<file path="config.mk">
export PLATFORM = sky130hd
export DESIGN_NAME = dbg_access_top
export DESIGN_NICKNAME = d
export VERILOG_FILES = /design/src/rtl/dap_pkg.sv /design/src/rtl/dap_ctrl.sv /design/src/rtl/dap_datapath.sv /design/src/rtl/dbg_access_top.sv
export SDC_FILE = /design/constraint.sdc
export NUM_CORES = 1
export LEC_CHECK = 0
export BUFFER_PORTS_ARGS = -buffer_cell sky130_fd_sc_hd__clkbuf_2
export CORE_ASPECT_RATIO = 0.9
export CORE_MARGIN = 1
export CORE_UTILIZATION = 50
export CTS_BUF_LIST = sky130_fd_sc_hd__clkbuf_8
export DETAILED_ROUTE_END_ITERATION = 6
export GPL_TIMING_DRIVEN = 0
export PLACE_DENSITY = 0.87
export SLEW_MARGIN = 20
export SYNTH_ARGS = -nofsm -noshare
export SYNTH_HDL_FRONTEND = slang
export SYNTH_SLANG_ARGS = --single-unit
</file>
<file path="constraint.sdc">
create_clock -name clk -period 3.3 [get_ports clk]
set_input_delay 0.495 -clock clk [delete_from_list [all_inputs] [get_ports clk]]
set_output_delay 0.495 -clock clk [all_outputs]
set_load 0.05 [all_outputs]
</file>
<file path="src/rtl/dap_pkg.sv">
`timescale 1ns/1ps
package dap_pkg;
  // Strobes from control to datapath
  typedef struct packed {
    logic accept;   // latch a new request
    logic issue;    // steal this bus cycle
  } dapStrobes_t;
endpackage

</file>
<file path="src/rtl/dap_ctrl.sv">
`timescale 1ns/1ps
module dap_ctrl
  import dap_pkg::*;
#(
  parameter int STEAL_LIMIT = 128
) (
  input  logic        clk,
  input  logic        rstN,
  input  logic        reqValid,
  input  logic        cpuBusy,
  output dapStrobes_t strobes,
  output logic        pending,
  output logic        done
);
  localparam int CNT_W = $clog2(STEAL_LIMIT + 1);

  typedef enum logic {ST_IDLE, ST_WAIT} ctrlState_t;

  ctrlState_t       state;
  logic [CNT_W-1:0] waitCnt;
  logic             limitHit;

  assign limitHit = (waitCnt == CNT_W'(STEAL_LIMIT));
  assign pending  = (state == ST_WAIT);

  always_comb begin
    strobes.accept = (state == ST_IDLE) && reqValid;
    strobes.issue  = (state == ST_WAIT) && (!cpuBusy || limitHit);
  end

  always_ff @(posedge clk) begin
    if (!rstN) begin
      state   <= ST_IDLE;
      waitCnt <= '0;
      done    <= 1'b0;
    end else begin
      done <= strobes.issue;
      unique case (state)
        ST_IDLE: begin
          waitCnt <= '0;
          if (strobes.accept) state <= ST_WAIT;
        end
        ST_WAIT: begin
          if (strobes.issue) begin
            state   <= ST_IDLE;
            waitCnt <= '0;
          end else begin
            waitCnt <= waitCnt + 1'b1;
          end
        end
        default: state <= ST_IDLE;
      endcase
    end
  end

  AST_WAIT_BOUND: assert property (@(posedge clk) disable iff (!rstN)
    pending |-> (waitCnt <= CNT_W'(STEAL_LIMIT)));

  AST_HOLD_WHEN_BUSY: assert property (@(posedge clk) disable iff (!rstN)
    (pending && cpuBusy && (waitCnt < CNT_W'(STEAL_LIMIT))) |=> pending);

  AST_DONE_PULSE: assert property (@(posedge clk) disable iff (!rstN)
    done |=> !done);
endmodule

</file>
<file path="src/rtl/dap_datapath.sv">
`timescale 1ns/1ps
module dap_datapath
  import dap_pkg::*;
#(
  parameter int ADDR_W = 16,
  parameter int DATA_W = 16
) (
  input  logic              clk,
  input  logic              rstN,
  input  dapStrobes_t       strobes,
  input  logic              pending,
  input  logic [ADDR_W-1:0] reqAddr,
  input  logic              reqWrite,
  input  logic              reqByte,
  input  logic [DATA_W-1:0] reqWdata,
  input  logic [DATA_W-1:0] busRdata,
  output logic              busWrite,
  output logic [ADDR_W-1:0] busAddr,
  output logic [1:0]        busBe,
  output logic [DATA_W-1:0] busWdata,
  output logic [DATA_W-1:0] readData
);
  localparam int HALF_W = DATA_W / 2;

  logic [ADDR_W-1:0] addrQ;
  logic              writeQ;
  logic              byteQ;
  logic [DATA_W-1:0] wdataQ;
  logic [DATA_W-1:0] steered;

  always_ff @(posedge clk) begin
    if (!rstN) begin
      addrQ  <= '0;
      writeQ <= 1'b0;
      byteQ  <= 1'b0;
      wdataQ <= '0;
    end else if (strobes.accept) begin
      addrQ  <= reqAddr;
      writeQ <= reqWrite;
      byteQ  <= reqByte;
      wdataQ <= reqWdata;
    end
  end

  // Word bus: bit 0 never reaches the bus
  assign busAddr  = {addrQ[ADDR_W-1:1], 1'b0};
  assign busWrite = writeQ;
  assign busWdata = wdataQ;

  // Lane enables and read steering; lane 1 = upper half = even byte
  for (genvar lane = 0; lane < 2; lane++) begin : g_lane
    logic laneSel;
    assign laneSel = !byteQ || (addrQ[0] == (lane == 0));
    assign busBe[lane] = laneSel;
    assign steered[lane*HALF_W +: HALF_W] =
      laneSel ? busRdata[lane*HALF_W +: HALF_W] : '0;
  end

  always_ff @(posedge clk) begin
    if (!rstN) begin
      readData <= '0;
    end else if (strobes.issue && !writeQ) begin
      readData <= steered;
    end
  end

  AST_EVEN_ADDR: assert property (@(posedge clk) disable iff (!rstN)
    strobes.issue |-> (busAddr[0] == 1'b0));

  AST_BYTE_ONE_LANE: assert property (@(posedge clk) disable iff (!rstN)
    (strobes.issue && byteQ) |-> $onehot(busBe));

  AST_WRITE_KEEPS_READ: assert property (@(posedge clk) disable iff (!rstN)
    (strobes.issue && writeQ) |=> $stable(readData));

  AST_REQ_HELD: assert property (@(posedge clk) disable iff (!rstN)
    (pending && !strobes.issue) |=> ($stable(addrQ) && $stable(writeQ) && $stable(wdataQ)));
endmodule

</file>
<file path="src/rtl/dbg_access_top.sv">
`timescale 1ns/1ps
module dbg_access_top
  import dap_pkg::*;
#(
  parameter int ADDR_W      = 16,
  parameter int DATA_W      = 16,
  parameter int STEAL_LIMIT = 128
) (
  input  logic              clk,
  input  logic              rstN,
  input  logic              reqValid,
  input  logic [ADDR_W-1:0] reqAddr,
  input  logic              reqWrite,
  input  logic              reqByte,
  input  logic [DATA_W-1:0] reqWdata,
  input  logic              cpuBusy,
  output logic              busValid,
  output logic              busWrite,
  output logic [ADDR_W-1:0] busAddr,
  output logic [1:0]        busBe,
  output logic [DATA_W-1:0] busWdata,
  input  logic [DATA_W-1:0] busRdata,
  output logic [DATA_W-1:0] readData,
  output logic              pending,
  output logic              done
);
  dapStrobes_t strobes;

  dap_ctrl #(.STEAL_LIMIT(STEAL_LIMIT)) u_ctrl (
    .clk(clk), .rstN(rstN), .reqValid(reqValid), .cpuBusy(cpuBusy),
    .strobes(strobes), .pending(pending), .done(done)
  );

  dap_datapath #(.ADDR_W(ADDR_W), .DATA_W(DATA_W)) u_dp (
    .clk(clk), .rstN(rstN), .strobes(strobes), .pending(pending),
    .reqAddr(reqAddr), .reqWrite(reqWrite), .reqByte(reqByte),
    .reqWdata(reqWdata), .busRdata(busRdata), .busWrite(busWrite),
    .busAddr(busAddr), .busBe(busBe), .busWdata(busWdata),
    .readData(readData)
  );

  assign busValid = strobes.issue;

  AST_DONE_FOLLOWS_ACCESS: assert property (@(posedge clk) disable iff (!rstN)
    busValid |=> (done && !pending));

  AST_VALID_ONLY_PENDING: assert property (@(posedge clk) disable iff (!rstN)
    busValid |-> pending);
endmodule

</file>
==> impl_table.tex, run 1 <==
\begin{tabular}{lr}
\hline
Metric & Value \\
\hline
\multicolumn{2}{l}{\textbf{Timing}} \\
Setup Viol. Count Final & 0 \\
Number of failing hold endpoints at the final stage & 0 \\
Minimum clock period & 2.23 ns \\
Layout Skew & approximately 0.0048 ns \\
Part of the cycle the worst path needs & 0.677 \\
RSZ-0062 raised after global routing & no \\
Fmax & 448 MHz \\
Number of pins with negative max-slew slack in the final report & 0 \\
Aggregate negative setup slack & 0 ns \\
\multicolumn{2}{l}{\textbf{Die}} \\
Row cnt & 23 \\
Area of the die & 0.00524 mm\^{}2 \\
Boundary Pins & 108 \\
Horizontal die dimension & 76.2 um \\
Overall die height & 68.8 um \\
Total core area & 0.00460 mm\^{}2 \\
Initial core utilization & 0.538 \\
\multicolumn{2}{l}{\textbf{CTS}} \\
Buffers inserted by post-CTS timing repair & 0 \\
CTS tree & yes \\
Clock sinks & 60 \\
Clk root buf & clkbuf\_8 \\
Number of buffers created by CTS & 9 \\
Maximum number of buffers from clock root to sink & 2 \\
Cts repair resizes & 0 \\
Clock-pin slew of the registers on the worst-case setup and hold paths & around 0.070 ns \\
Maximum level of the CTS H-tree & 3 \\
Clk Latency, worst-skew pair & 0.34 ns \\
Total of hold buffers inserted after clock tree synthesis & 0 \\
\multicolumn{2}{l}{\textbf{Global routing}} \\
Global-route congestion overflow total & 0 \\
Initial antenna violation count & 0 \\
Pin count of the biggest net entering global routing & 11 \\
Via count of the first global-routing pass & 2103 \\
All-layer global routing usage & 0.232 \\
First-pass GRT wire length & 9040 um \\
\multicolumn{2}{l}{\textbf{Worst setup path}} \\
Reg2Reg Launch Point & u\_ctrl.waitCnt[0] \\
Arrival time of data at the critical path endpoint & 1.74 ns \\
Type of the worst setup path & reg2out \\
Number of buffer and inverter instances along the worst setup path & 2 \\
Crit. Startpoint & u\_ctrl.waitCnt[0] \\
Largest stage delay on the critical path & 0.36 ns \\
Nature of the critical path startpoint & flip-flop \\
Worst-path fanout max & 4 \\
Type of element capturing the critical path & output port \\
Slowest stage cell on the critical path & dfxtp\_1 \\
Worst Path Required & around 2.8 ns \\
Critical Path, Cell by Cell & inv\_1 -> ha\_1 -> nor4b\_2 -> a21boi\_1 -> nor2b\_1 -> clkbuf\_2 \\
Kind of cell with the highest combined delay on the critical path & flip-flops \\
\multicolumn{2}{l}{\textbf{Finish}} \\
Final \#Nets & around 460 \\
Most frequent standard cell in the layout excluding fill and tap cells & clkbuf\_2 \\
Count of antenna diodes in the layout & 0 \\
Commonest cells after routing, fill and taps aside & 105 x clkbuf\_2, 103 x nand2\_1, 60 x dfxtp\_1 \\
Finished Cell Area & roughly 0.0033 mm\^{}2 \\
Fraction of layout instances using a drive strength above 1 & 0.346 \\
Growth of design area from synthesis to finish & 32.4\% \\
\multicolumn{2}{l}{\textbf{Detailed routing}} \\
Vias per inst & 4.72 \\
Number of detailed-route iterations in the first pass & 4 \\
ANT nets after route & 0 \\
Iteration-0 DRC Markers & 65 \\
DR DRC count & 0 \\
Per-cell routed wire length & 12.0 um \\
Detailed-route wire length & 5630 um \\
Count of vias placed by the detailed router & 2217 \\
\multicolumn{2}{l}{\textbf{Placed design}} \\
Number of port buffers & around 110 \\
Detail Placement HPWL & between 4000 and 5000 um \\
Final weighted congestion in routability-driven placement & around 0.73 \\
Area after DPL & 0.00308 mm\^{}2 \\
\multicolumn{2}{l}{\textbf{Synth}} \\
Synthesis-stage register bit count & 60 \\
Sequential share of the synthesized area & 0.485 \\
Cells taking the most area after synthesis & dfxtp\_1 49\%, nand2\_1 16\%, a21boi\_0 10\% \\
Synthesized netlist cell count & 287 \\
Total nets after synthesis & around 340 \\
Synth warn & 0 \\
Syn\_area\_per\_cell & 8.63 um\^{}2 \\
Yosys cell types & 24 \\
Synthesized area & 0.00248 mm\^{}2 \\
Share of the synthesized area in the top cell type & 0.485 \\
Largest area contributor in the synthesized netlist & dfxtp\_1 \\
\multicolumn{2}{l}{\textbf{Flow run}} \\
Max-cap violation count & 0 \\
\multicolumn{2}{l}{\textbf{Hold path}} \\
Class of the most critical hold timing path & in2reg \\
Origin of the worst min-delay path & reqWdata[1] \\
\multicolumn{2}{l}{\textbf{Status}} \\
Outcome & finished, final reports clean \\
\multicolumn{2}{l}{\textbf{Power}} \\
Leakage Power & 1.53 nW \\
P per Cell Area & 530 mW/mm\^{}2 \\
Maximum VDD drop & between 0.0003 and 0.0004 V \\
\hline
\end{tabular}
[cells by family after synthesis]
group / Yosys count / synth area share
adder cells (fa/ha/maj): 2 / 0.0101
flip-flops: 60 / 0.485
buffers and inverters: 39 / 0.0960
AO/OA/AOI/OAI: 35 / 0.106
other: 1 / 0.00151
multiplexers: 16 / 0.0647
AND/OR/NAND/NOR: 128 / 0.215
XOR/XNOR: 6 / 0.0212
[state kept, by name (all words and copies together), names as in the netlist]
name and cells:
u_ctrl.done 1, u_dp.addrQ 16, u_ctrl.waitCnt 8, u_dp.busWrite 1, u_dp.busWdata 16, u_dp.byteQ 1, u_dp.readData 16, u_ctrl.pending 1
[Yosys cell counts]
master    count
and2_1        3
and3_1        2
conb_1        1
inv_1         3
nand2b_1      2
nor3b_1       1
ha_1          2
buf_12        1
xor2_1        4
mux2i_1      16
a21boi_1      1
nor2b_1       2
nor2_1        8
nor3b_2       1
nand2_1     103
a21boi_0     34
buf_1         1
buf_4        18
xnor2_1       2
dfxtp_1      60
nand3_1       5
buf_6         1
nor4b_2       1
clkbuf_1     15
[final timing paths]
path	to	slack (ns)	cells after the start
max	busValid	1.07	6
min	u_dp.busWdata[1]	0.38	3
max reg2reg	u_dp.readData[8]	1.62	8
min reg2reg	u_ctrl.waitCnt[0]	0.46	1
[report_power, final]
group	total, W	leakage, nW	internal (W)	switching (W)
Clock	0.000648	0.111	0.000370	0.000277
Combinational	0.000311	0.931	0.0000990	0.000212
Sequential	0.000779	0.490	0.000760	0.0000190
[worst min-delay path, delay by kind of cell]
family	cells	cell delay, ns
buf+inv	1	0.08
compound gates	1	0.06
simple gates	1	0.04
[metrics by stage]
step                hold WS (ns)  total power (W)  cells  utilization  setup slack (ns)
detailed placement         0.450          0.00111    454        0.669              1.42
global route               0.359          0.00181    470        0.712             0.906
global placement           0.438          0.00110    454        0.669              1.46
floorplan                  0.426          0.00102    287            -              1.30
finish                     0.380          0.00174    470        0.712              1.07
CTS                        0.356          0.00175    470        0.712              1.02
[area by class of cell]
type                    count  area (um^2)
plain buffers              36          226
inverters                   3         11.3
fillers                   404         1330
clock buffers              14          193
multi-input cells         188         1040
well taps                  62         77.6
repair buffers            105          526
flip-flops and latches     60         1200
clock inverters             2         7.51
[routing by layer]
layer | track usage | wire [um] | up-vias
li1 | - | - | 1123
met1 | 0.231 | 2330 | 1013
met2 | 0.427 | 2790 | 73
met3 | 0.109 | 424 | 8
met4 | 0.103 | 79 | 0
met5 | 0 | 0 | -
Power figures use the tool's default switching activity.
==> run 2: changes to the inputs <==
--- a/config.mk
+++ b/config.mk
@@ -5,14 +5,15 @@
 export SDC_FILE = /design/constraint.sdc
 export NUM_CORES = 1
 export LEC_CHECK = 0
+export ABC_AREA = 1
 export BUFFER_PORTS_ARGS = -buffer_cell sky130_fd_sc_hd__clkbuf_2
 export CORE_ASPECT_RATIO = 0.9
 export CORE_MARGIN = 1
-export CORE_UTILIZATION = 50
+export CORE_UTILIZATION = 49
 export CTS_BUF_LIST = sky130_fd_sc_hd__clkbuf_8
 export DETAILED_ROUTE_END_ITERATION = 6
 export GPL_TIMING_DRIVEN = 0
-export PLACE_DENSITY = 0.87
+export PLACE_DENSITY = 0.84
 export SLEW_MARGIN = 20
 export SYNTH_ARGS = -nofsm -noshare
 export SYNTH_HDL_FRONTEND = slang
==> constraint.sdc (replaced) <==
create_clock -name clk -period 2.3 [get_ports clk]
set_input_delay 0.345 -clock clk [delete_from_list [all_inputs] [get_ports clk]]
set_output_delay 0.345 -clock clk [all_outputs]
set_load 0.05 [all_outputs]
==> impl_table.tex, run 2 <==
\begin{tabular}{lr}
\hline
Metric & Value \\
\hline
\multicolumn{2}{l}{\textbf{Die}} \\
Row cnt & 24 (was 23) \\
Initial core utilization & 0.521 (was 0.538) \\
Total core area & 0.00495 mm\^{}2 (was 0.00460 mm\^{}2) \\
Boundary Pins & 108 (unchanged) \\
Area of the die & 0.00556 mm\^{}2 (was 0.00524 mm\^{}2) \\
Overall die height & 70.8 um (was 68.8 um) \\
Horizontal die dimension & 78.5 um (was 76.2 um) \\
\multicolumn{2}{l}{\textbf{Placed design}} \\
Final weighted congestion in routability-driven placement & 0.783 (was 0.734) \\
Area after DPL & 0.00319 mm\^{}2 (was 0.00308 mm\^{}2) \\
Detail Placement HPWL & 4490 um (was 4160 um) \\
Number of port buffers & 105 (unchanged) \\
\multicolumn{2}{l}{\textbf{CTS}} \\
Cts repair resizes & 0 (unchanged) \\
Maximum number of buffers from clock root to sink & 2 (unchanged) \\
Clock sinks & 60 (unchanged) \\
Clk Latency, worst-skew pair & 0.33 ns (was 0.34 ns) \\
Maximum level of the CTS H-tree & 3 (unchanged) \\
Buffers inserted by post-CTS timing repair & 0 (unchanged) \\
Clock-pin slew of the registers on the worst-case setup and hold paths & 0.06 ns (was 0.07 ns) \\
Total of hold buffers inserted after clock tree synthesis & 0 (unchanged) \\
Clk root buf & clkbuf\_8 (unchanged) \\
CTS tree & yes (unchanged) \\
Number of buffers created by CTS & 9 (unchanged) \\
\multicolumn{2}{l}{\textbf{Synth}} \\
Cells taking the most area after synthesis & dfxtp\_1 47\%, nor2\_1 13\%, nand2\_1 8.4\% (was dfxtp\_1 49\%, nand2\_1 16\%, a21boi\_0 10\%) \\
Basic-gate share of the synthesized area counting and, or, nand and nor cells & 0.283 (was 0.215) \\
Share of the synthesized area in the top cell type & 0.466 (was 0.485) \\
Dominant combinational cell family by area after synthesis & simple AND/OR/NAND/NOR gates (unchanged) \\
Total nets after synthesis & 419 (was 343) \\
Count leader, synth & nor2\_1 (was nand2\_1) \\
Mux cell area share after synthesis & 0 (was 0.0647) \\
Synthesized netlist cell count & 363 (was 287) \\
Async set-reset flop share out of synthesis & 0 (unchanged) \\
Synth Area in Compound Gates & 0.0776 (was 0.106) \\
Synth warn & 0 (unchanged) \\
Primary FF master, synth & dfxtp\_1 (unchanged) \\
Largest area contributor in the synthesized netlist & dfxtp\_1 (unchanged) \\
Area share of fa/ha/maj cells after synthesis & 0.00970 (was 0.0101) \\
Synthesis-stage register bit count & 60 (unchanged) \\
Syn\_area\_per\_cell & 7.11 um\^{}2 (was 8.63 um\^{}2) \\
Sequential share of the synthesized area & 0.466 (was 0.485) \\
Synthesized area & 0.00258 mm\^{}2 (was 0.00248 mm\^{}2) \\
Yosys cell types & 25 (was 24) \\
Number of flops mapped to enable cells by yosys & 0 (unchanged) \\
Top cells by count, synth & 92 x nor2\_1, 60 x dfxtp\_1, 58 x nand2\_1 (was 103 x nand2\_1, 60 x dfxtp\_1, 34 x a21boi\_0) \\
XOR/XNOR Fraction of Synth Area & 0.0136 (was 0.0212) \\
\multicolumn{2}{l}{\textbf{Finish}} \\
Most frequent standard cell in the layout excluding fill and tap cells & clkbuf\_2 (unchanged) \\
Commonest cells after routing, fill and taps aside & 105 x clkbuf\_2, 92 x nor2\_1, 60 x dfxtp\_1 (was 105 x clkbuf\_2, 103 x nand2\_1, 60 x dfxtp\_1) \\
Final \#Nets & 535 (was 459) \\
Finished Cell Area & 0.00337 mm\^{}2 (was 0.00328 mm\^{}2) \\
Growth of design area from synthesis to finish & 30.6\% (was 32.4\%) \\
Fraction of layout instances using a drive strength above 1 & 0.304 (was 0.346) \\
Count of antenna diodes in the layout & 0 (unchanged) \\
\multicolumn{2}{l}{\textbf{Worst setup path}} \\
Worst Path Required & 1.96 ns (was 2.80 ns) \\
Arrival time of data at the critical path endpoint & 1.70 ns (was 1.74 ns) \\
Worst-path fanout max & 9 (was 4) \\
Nature of the critical path startpoint & flip-flop (unchanged) \\
Reg2Reg Launch Point & u\_ctrl.waitCnt[0] (unchanged) \\
Type of the worst setup path & reg2out (unchanged) \\
Crit. Startpoint & u\_ctrl.waitCnt[0] (unchanged) \\
Type of element capturing the critical path & output port (unchanged) \\
\multicolumn{2}{l}{\textbf{Timing}} \\
Layout Skew & 0.00366 ns (was 0.00479 ns) \\
Minimum clock period & 2.04 ns \\
Number of failing hold endpoints at the final stage & 0 (unchanged) \\
Final hold slack & 0.231 ns (was 0.380 ns) \\
RSZ-0062 raised after global routing & no (unchanged) \\
Number of pins with negative max-slew slack in the final report & 0 (unchanged) \\
Part of the cycle the worst path needs & 0.888 \\
Fmax & 490 MHz \\
Aggregate negative setup slack & 0 ns (unchanged) \\
Setup Viol. Count Final & 0 (unchanged) \\
\multicolumn{2}{l}{\textbf{Power}} \\
Maximum VDD drop & 0.000597 V (was 0.000364 V) \\
Leakage Power & 1.79 nW (was 1.53 nW) \\
P per Cell Area & 807 mW/mm\^{}2 (was 530 mW/mm\^{}2) \\
\multicolumn{2}{l}{\textbf{Detailed routing}} \\
Per-cell routed wire length & 11.4 um (was 12.0 um) \\
Iteration-0 DRC Markers & 105 (was 65) \\
Vias per inst & 4.70 (was 4.72) \\
Count of vias placed by the detailed router & 2581 (was 2217) \\
Number of detailed-route iterations in the first pass & 4 (unchanged) \\
ANT nets after route & 0 (unchanged) \\
Detailed-route wire length & 6270 um (was 5630 um) \\
DR DRC count & 0 (unchanged) \\
\multicolumn{2}{l}{\textbf{Status}} \\
Outcome & finished, final reports clean (unchanged) \\
\multicolumn{2}{l}{\textbf{Flow run}} \\
Max-cap violation count & 0 (unchanged) \\
\multicolumn{2}{l}{\textbf{Global routing}} \\
Pin count of the biggest net entering global routing & 11 (unchanged) \\
Via count of the first global-routing pass & 2450 (was 2103) \\
First-pass GRT wire length & 10500 um (was 9040 um) \\
Global-route congestion overflow total & 0 (unchanged) \\
Initial antenna violation count & 0 (unchanged) \\
All-layer global routing usage & 0.243 (was 0.232) \\
\multicolumn{2}{l}{\textbf{Hold path}} \\
Class of the most critical hold timing path & in2reg (unchanged) \\
Origin of the worst min-delay path & reqWdata[10] (was reqWdata[1]) \\
\hline
\end{tabular}
-- run 2: cells by family (layout without fill, tap and decap cells) --
| group | after synthesis | after routing |
|---|---|---|
| AO/OA/AOI/OAI | 40 | 40 |
| AND/OR/NAND/NOR | 174 | 174 |
| buffers and inverters | 82 | 203 |
| other | 1 | 1 |
| XOR/XNOR | 4 | 4 |
| flip-flops | 60 | 60 |
| adder cells (fa/ha/maj) | 2 | 2 |
-- run 2: area by class of cell --
type	instances	area (um^2)
repair buffers	105	526
inverters	47	176
fillers	451	1590
plain buffers	35	209
multi-input cells	221	993
well taps	65	81.3
flip-flops and latches	60	1200
clock inverters	4	16.3
clock buffers	12	165
-- run 2: critical path: stages, from the launching register on --
cell	delay [ns]
dfxtp_1	0.34
inv_1	0.06
ha_1	0.14
inv_1	0.04
nor2_1	0.09
nand2_1	0.10
nand2_4	0.13
nand2_1	0.12
inv_1	0.08
clkbuf_2	0.27
-- run 2: worst paths after layout --
| path | endpoint | slack [ns] | depth (start not counted) |
|---|---|---|---|
| setup reg to reg | u_ctrl.waitCnt[7] | 0.79 | 9 |
| hold reg to reg | u_dp.addrQ[0] | 0.49 | 2 |
| hold / removal | u_dp.busWdata[10] | 0.23 | 3 |
| setup / recovery | busValid | 0.26 | 9 |
-- run 2: layer usage --
layer	track usage	up-vias	wire, um
met2	0.412	85	2930
li1	-	1329	-
met4	0.0741	0	72
met1	0.279	1158	2780
met5	0	-	0
met3	0.105	9	479
-- run 2: stage by stage --
stage	util	worst slack, ns	total power (W)	cells
after global routing	0.680	0.109	0.00284	549
after detailed placement	0.643	0.629	0.00189	533
final	0.680	0.258	0.00272	549
after global placement	0.643	0.654	0.00187	533
after CTS	0.680	0.240	0.00274	549
after floorplan	-	0.594	0.00171	363
-- run 2: where the power goes --
| part | switching (W) | internal [W] | total (W) |
|---|---|---|---|
| combinational | 0.000510 | 0.000194 | 0.000704 |
| clock | 0.000381 | 0.000466 | 0.000847 |
| sequential | 0.0000447 | 0.00112 | 0.00117 |
